File: src/rtl/div_pkg.sv
package div_pkg;

  typedef enum logic [1:0] {
    ST_IDLE  = 2'd0,
    ST_SETUP = 2'd1,
    ST_ITER  = 2'd2,
    ST_FIX   = 2'd3
  } div_state_e;

endpackage

File: src/rtl/div_operand_prep.sv
module div_operand_prep #(
  parameter int WIDTH = 32
) (
  input  logic             is_signed,
  input  logic [WIDTH-1:0] num,
  input  logic [WIDTH-1:0] den,
  output logic [WIDTH-1:0] num_mag,
  output logic [WIDTH-1:0] den_mag,
  output logic             num_neg,
  output logic             den_neg
);

  always_comb begin
    num_neg = is_signed & num[WIDTH-1];
    den_neg = is_signed & den[WIDTH-1];
    num_mag = num_neg ? (~num + {{(WIDTH-1){1'b0}}, 1'b1}) : num;
    den_mag = den_neg ? (~den + {{(WIDTH-1){1'b0}}, 1'b1}) : den;
  end

endmodule

File: src/rtl/div_restore_core.sv
module div_restore_core #(
  parameter int WIDTH = 32
) (
  input  logic             clk,
  input  logic             rst_n,
  input  logic             load,
  input  logic             step,
  input  logic [WIDTH-1:0] num_mag,
  input  logic [WIDTH-1:0] den_mag,
  output logic [WIDTH-1:0] quo,
  output logic [WIDTH-1:0] rem
);

  localparam int TW = WIDTH + 2;

  logic [WIDTH-1:0] rem_q, rem_d;
  logic [WIDTH-1:0] quo_q, quo_d;
  logic [WIDTH-1:0] den_q, den_d;
  logic [TW-1:0]    trial;
  logic             fits;
  logic             en;

  // One restoring step: shift the next dividend bit into the partial
  // remainder, try the subtraction, keep it when it does not borrow.
  always_comb begin
    trial = {1'b0, rem_q, quo_q[WIDTH-1]} - {2'b00, den_q};
    fits  = ~trial[TW-1];
    en    = load | step;
    rem_d = rem_q;
    quo_d = quo_q;
    den_d = den_q;
    if (load) begin
      rem_d = '0;
      quo_d = num_mag;
      den_d = den_mag;
    end else if (step) begin
      rem_d = fits ? trial[WIDTH-1:0] : {rem_q[WIDTH-2:0], quo_q[WIDTH-1]};
      quo_d = {quo_q[WIDTH-2:0], fits};
    end
  end

  always_ff @(posedge clk or negedge rst_n) begin
    if (!rst_n) begin
      rem_q <= '0;
      quo_q <= '0;
      den_q <= '0;
    end else if (en) begin
      rem_q <= rem_d;
      quo_q <= quo_d;
      den_q <= den_d;
    end
  end

  assign quo = quo_q;
  assign rem = rem_q;

endmodule

File: src/rtl/div_sign_fix.sv
module div_sign_fix #(
  parameter int WIDTH = 32
) (
  input  logic [WIDTH-1:0] quo_mag,
  input  logic [WIDTH-1:0] rem_mag,
  input  logic             neg_quo,
  input  logic             neg_rem,
  output logic [WIDTH-1:0] quo_out,
  output logic [WIDTH-1:0] rem_out
);

  localparam logic [WIDTH-1:0] ONE = {{(WIDTH-1){1'b0}}, 1'b1};

  always_comb begin
    quo_out = neg_quo ? (~quo_mag + ONE) : quo_mag;
    rem_out = neg_rem ? (~rem_mag + ONE) : rem_mag;
  end

endmodule

File: src/rtl/int_divider.sv
module int_divider
  import div_pkg::*;
#(
  parameter int WIDTH = 32
) (
  input  logic             clk,
  input  logic             rst_n,
  input  logic             start,
  input  logic             is_signed,
  input  logic [WIDTH-1:0] dividend,
  input  logic [WIDTH-1:0] divisor,
  output logic             busy,
  output logic             done,
  output logic [WIDTH-1:0] quotient,
  output logic [WIDTH-1:0] remainder
);

  localparam int               CNT_W    = $clog2(WIDTH + 1);
  localparam logic [CNT_W-1:0] LAST_BIT = CNT_W'(WIDTH - 1);
  localparam logic [CNT_W-1:0] CNT_ONE  = CNT_W'(1);

  div_state_e       state_q, state_d;
  logic [CNT_W-1:0] cnt_q, cnt_d;
  logic             cnt_en;
  logic [WIDTH-1:0] a_q, b_q;
  logic             sgn_q;
  logic             cap_en;
  logic             res_en;
  logic             done_q, done_d;
  logic [WIDTH-1:0] quo_q, rem_q;

  logic [WIDTH-1:0] a_mag, b_mag;
  logic             a_neg, b_neg;
  logic             b_zero;
  logic [WIDTH-1:0] core_quo, core_rem;
  logic [WIDTH-1:0] fix_quo, fix_rem;
  logic             neg_quo, neg_rem;

  // ---------------- next-state logic ----------------
  always_comb begin
    state_d = state_q;
    cnt_d   = cnt_q;
    cnt_en  = 1'b0;
    cap_en  = 1'b0;
    res_en  = 1'b0;
    done_d  = 1'b0;
    unique case (state_q)
      ST_IDLE: begin
        if (start) begin
          cap_en  = 1'b1;
          state_d = ST_SETUP;
        end
      end
      ST_SETUP: begin
        cnt_d   = '0;
        cnt_en  = 1'b1;
        state_d = ST_ITER;
      end
      ST_ITER: begin
        cnt_d  = cnt_q + CNT_ONE;
        cnt_en = 1'b1;
        if (cnt_q == LAST_BIT) state_d = ST_FIX;
      end
      ST_FIX: begin
        res_en  = 1'b1;
        done_d  = 1'b1;
        state_d = ST_IDLE;
      end
      default: state_d = ST_IDLE;
    endcase
  end

  // ---------------- datapath ----------------
  div_operand_prep #(.WIDTH(WIDTH)) u_prep (
    .is_signed (sgn_q),
    .num       (a_q),
    .den       (b_q),
    .num_mag   (a_mag),
    .den_mag   (b_mag),
    .num_neg   (a_neg),
    .den_neg   (b_neg)
  );

  div_restore_core #(.WIDTH(WIDTH)) u_core (
    .clk     (clk),
    .rst_n   (rst_n),
    .load    (state_q == ST_SETUP),
    .step    (state_q == ST_ITER),
    .num_mag (a_mag),
    .den_mag (b_mag),
    .quo     (core_quo),
    .rem     (core_rem)
  );

  // A zero divisor keeps the core's all-ones quotient in both modes, and
  // the remainder sign follows the dividend, so it returns the dividend.
  always_comb begin
    b_zero  = (b_q == '0);
    neg_quo = (a_neg ^ b_neg) & ~b_zero;
    neg_rem = a_neg;
  end

  div_sign_fix #(.WIDTH(WIDTH)) u_fix (
    .quo_mag (core_quo),
    .rem_mag (core_rem),
    .neg_quo (neg_quo),
    .neg_rem (neg_rem),
    .quo_out (fix_quo),
    .rem_out (fix_rem)
  );

  // ---------------- registers ----------------
  always_ff @(posedge clk or negedge rst_n) begin
    if (!rst_n) begin
      state_q <= ST_IDLE;
      done_q  <= 1'b0;
    end else begin
      state_q <= state_d;
      done_q  <= done_d;
    end
  end

  always_ff @(posedge clk or negedge rst_n) begin
    if (!rst_n)      cnt_q <= '0;
    else if (cnt_en) cnt_q <= cnt_d;
  end

  always_ff @(posedge clk or negedge rst_n) begin
    if (!rst_n) begin
      a_q   <= '0;
      b_q   <= '0;
      sgn_q <= 1'b0;
    end else if (cap_en) begin
      a_q   <= dividend;
      b_q   <= divisor;
      sgn_q <= is_signed;
    end
  end

  always_ff @(posedge clk or negedge rst_n) begin
    if (!rst_n) begin
      quo_q <= '0;
      rem_q <= '0;
    end else if (res_en) begin
      quo_q <= fix_quo;
      rem_q <= fix_rem;
    end
  end

  assign busy      = (state_q != ST_IDLE);
  assign done      = done_q;
  assign quotient  = quo_q;
  assign remainder = rem_q;

endmodule

File: config.mk
export PLATFORM = sky130hd
export DESIGN_NAME = int_divider
export DESIGN_NICKNAME = d
export VERILOG_FILES = /design/src/rtl/div_pkg.sv /design/src/rtl/div_operand_prep.sv /design/src/rtl/div_restore_core.sv /design/src/rtl/div_sign_fix.sv /design/src/rtl/int_divider.sv
export SDC_FILE = /design/constraint.sdc
export NUM_CORES = 1
export LEC_CHECK = 0
export BUFFER_PORTS_ARGS = -buffer_cell sky130_fd_sc_hd__buf_4
export CAP_MARGIN = 20
export CELL_PAD_IN_SITES_DETAIL_PLACEMENT = 1
export CELL_PAD_IN_SITES_GLOBAL_PLACEMENT = 2
export CORE_MARGIN = 1.5
export CORE_UTILIZATION = 38
export DETAILED_ROUTE_END_ITERATION = 12
export PLACE_DENSITY = 0.92
export SYNTH_ARGS = -nofsm -noshare
export SYNTH_HDL_FRONTEND = slang
export SYNTH_SLANG_ARGS = --single-unit
File: constraint.sdc
create_clock -name clk -period 4.18 [get_ports clk]
set_clock_uncertainty 0.1 [all_clocks]
set_input_delay 0.836 -clock clk [delete_from_list [all_inputs] [get_ports clk]]
set_output_delay 0.836 -clock clk [all_outputs]
set_load 0.03 [all_outputs]
# Yosys cells after proc, flatten, opt, wreduce, memory -nomap -nowiden
# Index checks and enable logic that the tools add are counted.
# word_totals
n_memories	0
romBits	0
inputBits	68
ff_bits	234
latch_bits	0
output_inout_bits	66
ram_bits	0
elab_cells	60
# op_classes
reduce_logical	9
n_lt_le_gt_ge	0
eq_ne	6
div_mod_pow	0
bitwise	11
addsub	6
muxes	17
shift	0
mul	0
# ops
op	n
two-way mux 32 bit	9
adder 32 x 1 -> 32 bit, second input constant	4
inverter 32 bit	4
subtractor 33 x 32 -> 34 bit	1
zero test 32 bit	1
one-hot mux 6 bit (2 select lines)	1
one-hot mux 2 bit (4 select lines)	1
AND reduction 2 bit	4
adder 6 x 1 -> 6 bit, second input constant	1
== test 6 x 5 -> 1 bit, second input constant	1
== test 2 bit, second input constant	2
two-way mux 1 bit	4
two-way mux 2 bit	2
!= test 2 bit, second input constant	2
nonzero test 2 bit	2
AND 1 bit	3
== test 2 x 1 -> 1 bit, second input constant	1
zero test 2 bit	1
inverter 1 bit	2
OR reduction 2 bit	1
OR 1 bit	1
bitwise XOR 1 bit	1

# Logic depth before layout (Yosys ltp)
# depth
ltp_word	4
ltp_mapped	13
ltp_nobuf	12

# Modules after synthesis
# A second synthesis with hierarchy kept.
# unflattened
hier_cells	1399
area_unflattened_um2	14308.7
# by_module_without_submodules
mod	area_each_um2	cells_each	n_inst	seq_area_each_um2
div_restore_core	5936.9	676	1	2402.3
int_divider	5576.6	335	1	3453.3
div_sign_fix	1452.6	189	1	0.0
div_operand_prep	1342.5	199	1	0.0

# Worst setup path after synthesis
# Ideal clock, no wire load.
# synth_path
kind	register to register
startpoint	register u_core.rem_q[12] (netlist: u_core.rem[12])
endpoint	register u_core.rem_q[24] (netlist: u_core.rem[24])
path_buffers	2
arrival_time_ps	2969
required_time_ps	4011
setup_slack_ps	1042
synth_period_minus_slack_ps	3138
setup_ps	69
path_stages_with_launch	11
path_cell_list	dfrtp_1 ha_1 buf_2 nand2_1 or4_4 o31a_1 a2111oi_4 nor3_2 buf_6 or4_1 nand3_1
# synth_between
elab_chain_cells	4
# synth_rtl
element	line_no	rtl
start: declaration	div_restore_core.sv:16	logic [WIDTH-1:0] rem_q, rem_d;
start signal: assignment	div_restore_core.sv:48	rem_q <= rem_d;
subtractor 33 x 32 -> 34 bit	div_restore_core.sv:26	trial = {1'b0, rem_q, quo_q[WIDTH-1]} - {2'b00, den_q};
two-way mux 32 bit	div_restore_core.sv:37	rem_d = fits ? trial[WIDTH-1:0] : {rem_q[WIDTH-2:0], quo_q[WIDTH-1]};
two-way mux 32 bit	div_restore_core.sv:36	end else if (step) begin
two-way mux 32 bit	div_restore_core.sv:32	if (load) begin
# No other way between the ends. The select of a mux whose other input is x is not followed.
# A chain may end at the register's enable or synchronous reset.

# Worst setup path in the final report
# layout_path
startpoint	register u_core.rem_q[12] (netlist: u_core.rem[12])
endpoint	register u_core.rem_q[30] (netlist: u_core.rem[30])
# Same word-level chain as after synthesis.

==> results.md <==
- Outcome: complete, no violations
- Clk buf depth: 3
- First-pass GRT wire length: 60700 µm
- Worst R2R Setup Slack: 0.46 ns
- CTS root buf: clkbuf_16
- Synth Register Bits: 234
- Startpoint Class: flop
- Synthesis-to-layout area growth: 18.2%
- Setup Viol. Count Final: 0
- Setup TNS Final: 0 ns
- Grt ovf: 0
- Crit path time final: 3.72 ns
- Post-CTS Setup Inserts: 0
- Post-DP HPWL: 27800 µm
- Vias: 11.0k
- Syn_nets: 1555
- CTS tree: done
- Routability cong.: 0.857
- Cts repair resizes: 0
- # DRC: 0
- Syn Area/Cell: 9.44 µm²
- Worst Setup End Kind: flop
- Seq/Total Area, Yosys: 43.0%
- Slew Limit Fails: 0
- Critical Path AT: 4.05 ns
- DRT iter0 DRCs: 501
- Worst-path clk slew: 0.06 ns
- Initial core utilization: 38.5%
- Crit-path max FO: 9
- Number of buffers created by CTS: 28
- Ant diodes: 0
- Placed cells: 1984
- Die width: 192 µm
- Crit path required time: 4.50 ns
- # IOs: 134
- Storage element area: 5860 µm²
- Largest net degree at the start of global routing: 111
- Clock sink count: 234
- Met3 GRT Util: 2.24%
- Drt first pass iters: 5
- GRT busiest layer: met2
- H-tree depth: 1
- Reg2reg path depth: 9
- FFs w/ async S/R, synth: 100%
- Layout Cells excl Fill: 2033
- Routed len/inst: 18.5 µm
- Vias in the first global route: 11.0k
- Vias per std cell: 5.41
- Yosys warnings: 0
- RSZ-0062 raised after global routing: false
- Multi-input logic area: 7270 µm²
- Hold buffer count at cts: 0
- Final ANT Viol Nets: 0
- Post-Synthesis Cells: 1444
- Max_cap viols: 0
- Clk_lat worst skew: 0.56 ns
- Dpl ws: 0.489 ns
- GR Util met1: 31.1%
- FMAX: 268 MHz
- Initial antenna violation count: 0
- Fillers: 4071
- GRT Overall Usage: 20.5%
- Die Y: 192 µm
- Total wire length: 37600 µm
- Rel. slew slack: 36.5%
- Post-synth cell types: 75
- Die Area: 37000 µm²
- Worst Hold Class: input pin to async pin
- Buffers on Ports: 133
- Row count: 69
- Hold Fails Final Rpt: 0
- FF-to-FF Start: u_core.rem[12]
- Core ar.: 35400 µm²
- Share of post-route cells with drive strength above 1: 18.5%
- Synth Flop Type: dfrtp_1
- CP Class: flop to flop
- Global-route met2 utilization: 31.3%
- Setup ws final: 0.455 ns
- R2r endpoint: u_core.rem[30]
- Nets: 1665
- Worst Max-Slew Pin Slew: 0.953 ns
- Post-Syn Area: 13600 µm²
- Post-synth EDFFs: 0
- Final Cycle Share: 89.1%
## synthesized netlist by cell type, drive strengths merged (22+ instances only)
cell,count,share of area (%)
nor2,185,5.1
xnor2,66,4.2
a21o,34,1.9
a21oi,163,6.0
dfrtp,234,43
inv,60,1.7
nand3,23,0.88
xor2,75,4.8
mux2,75,6.2
mux2i,30,2.2
clkbuf,60,1.7
nand2,83,2.3
o21ai,54,2.0
nor3,22,0.84
ha,42,3.9
## metal layers
metal / vias to the layer above / routed length (µm)
li1: 5362 / -
met1: 5401 / 19000
met2: 209 / 16500
met3: 29 / 1550
met4: 0 / 461
met5: - / 0
## sequential cells by signal, summed over array words and instances, names as in the netlist
| register | count |
|---|---|
| a_q | 32 |
| b_q | 32 |
| quotient | 32 |
| remainder | 32 |
| u_core.den_q | 32 |
| u_core.quo | 32 |
| u_core.rem | 32 |
| cnt_q | 6 |
| state_q | 2 |
| done | 1 |
| sgn_q | 1 |
## layout by cell type (no fill, tap or decap), drive strengths merged, types with 3 or more instances in the layout
cell	count
xor2	75
ha	42
buf	153
nand2	83
bufinv	4
nor2b	7
a32oi	3
nand3	23
nor3	22
o21ai	54
or4	13
xnor2	66
and3	9
clkbuf	39
nand4	7
nand2b	14
mux2	75
dfrtp	234
and2	6
or3	11
clkinv	3
mux2i	30
nor4	16
o2bb2ai	18
a31oi	15
o41ai	13
o31ai	20
a21o	34
a21oi	163
o21bai	5
inv	61
a211oi	21
o211ai	10
nor2	185
## worst max-delay path by stage
| stage | startpoint | end |
|---|---|---|
| global route | u_core.rem[6] | u_core.rem[30] |
| floorplan | u_core.rem[12] | u_core.rem[24] |
| CTS | u_core.rem[12] | u_core.rem[30] |
| detailed placement | u_core.rem[12] | u_core.rem[30] |
| finish | u_core.rem[12] | u_core.rem[30] |
| global placement | u_core.rem[15] | u_core.rem[30] |
## per-stage QoR
step	utilization, %	cell area (µm²)	hold slack (ns)
after floorplan	-	13600	0.366
after global placement	42.7	15100	0.389
after detailed placement	42.7	15100	0.402
after CTS	45.4	16100	0.269
after global routing	45.5	16100	0.283
final	45.5	16100	0.212
## layout make-up
cell class	count	area share, %
clock buffer	39	5.11
clock inverter	9	0.940
inverter	60	1.40
multi-input combinational	1077	45.1
sequential	234	36.4
tap	461	3.58
timing repair buffer	153	7.49
## worst max-delay path: stages, from the launching register on
cell       delay (ns)
dfrtp_1          0.46
ha_1             0.45
nand2_1          0.17
or4_4            0.57
a2bb2oi_1        0.23
o21bai_1         0.18
a2111oi_4        0.40
or3_1            0.38
nor4bb_1         0.52
o32ai_2          0.13
## cells by family (layout without fill, tap and decap cells)
kind of cell             after synthesis  count (layout)  share of synthesized area [%]
flip-flops                           234             234                           43.0
AO/OA/AOI/OAI                        379             379                           17.6
buffers and inverters                133             261                           3.89
XOR/XNOR                             141             141                           9.06
AND/OR/NAND/NOR                      409             409                           14.0
adder cells (fa/ha/maj)               43              43                           4.00
multiplexers                         105             105                           8.40
Power is left out: the tool's default activity adds up to more than one toggle a clock period on the data nets, which glitch-free logic cannot reach.
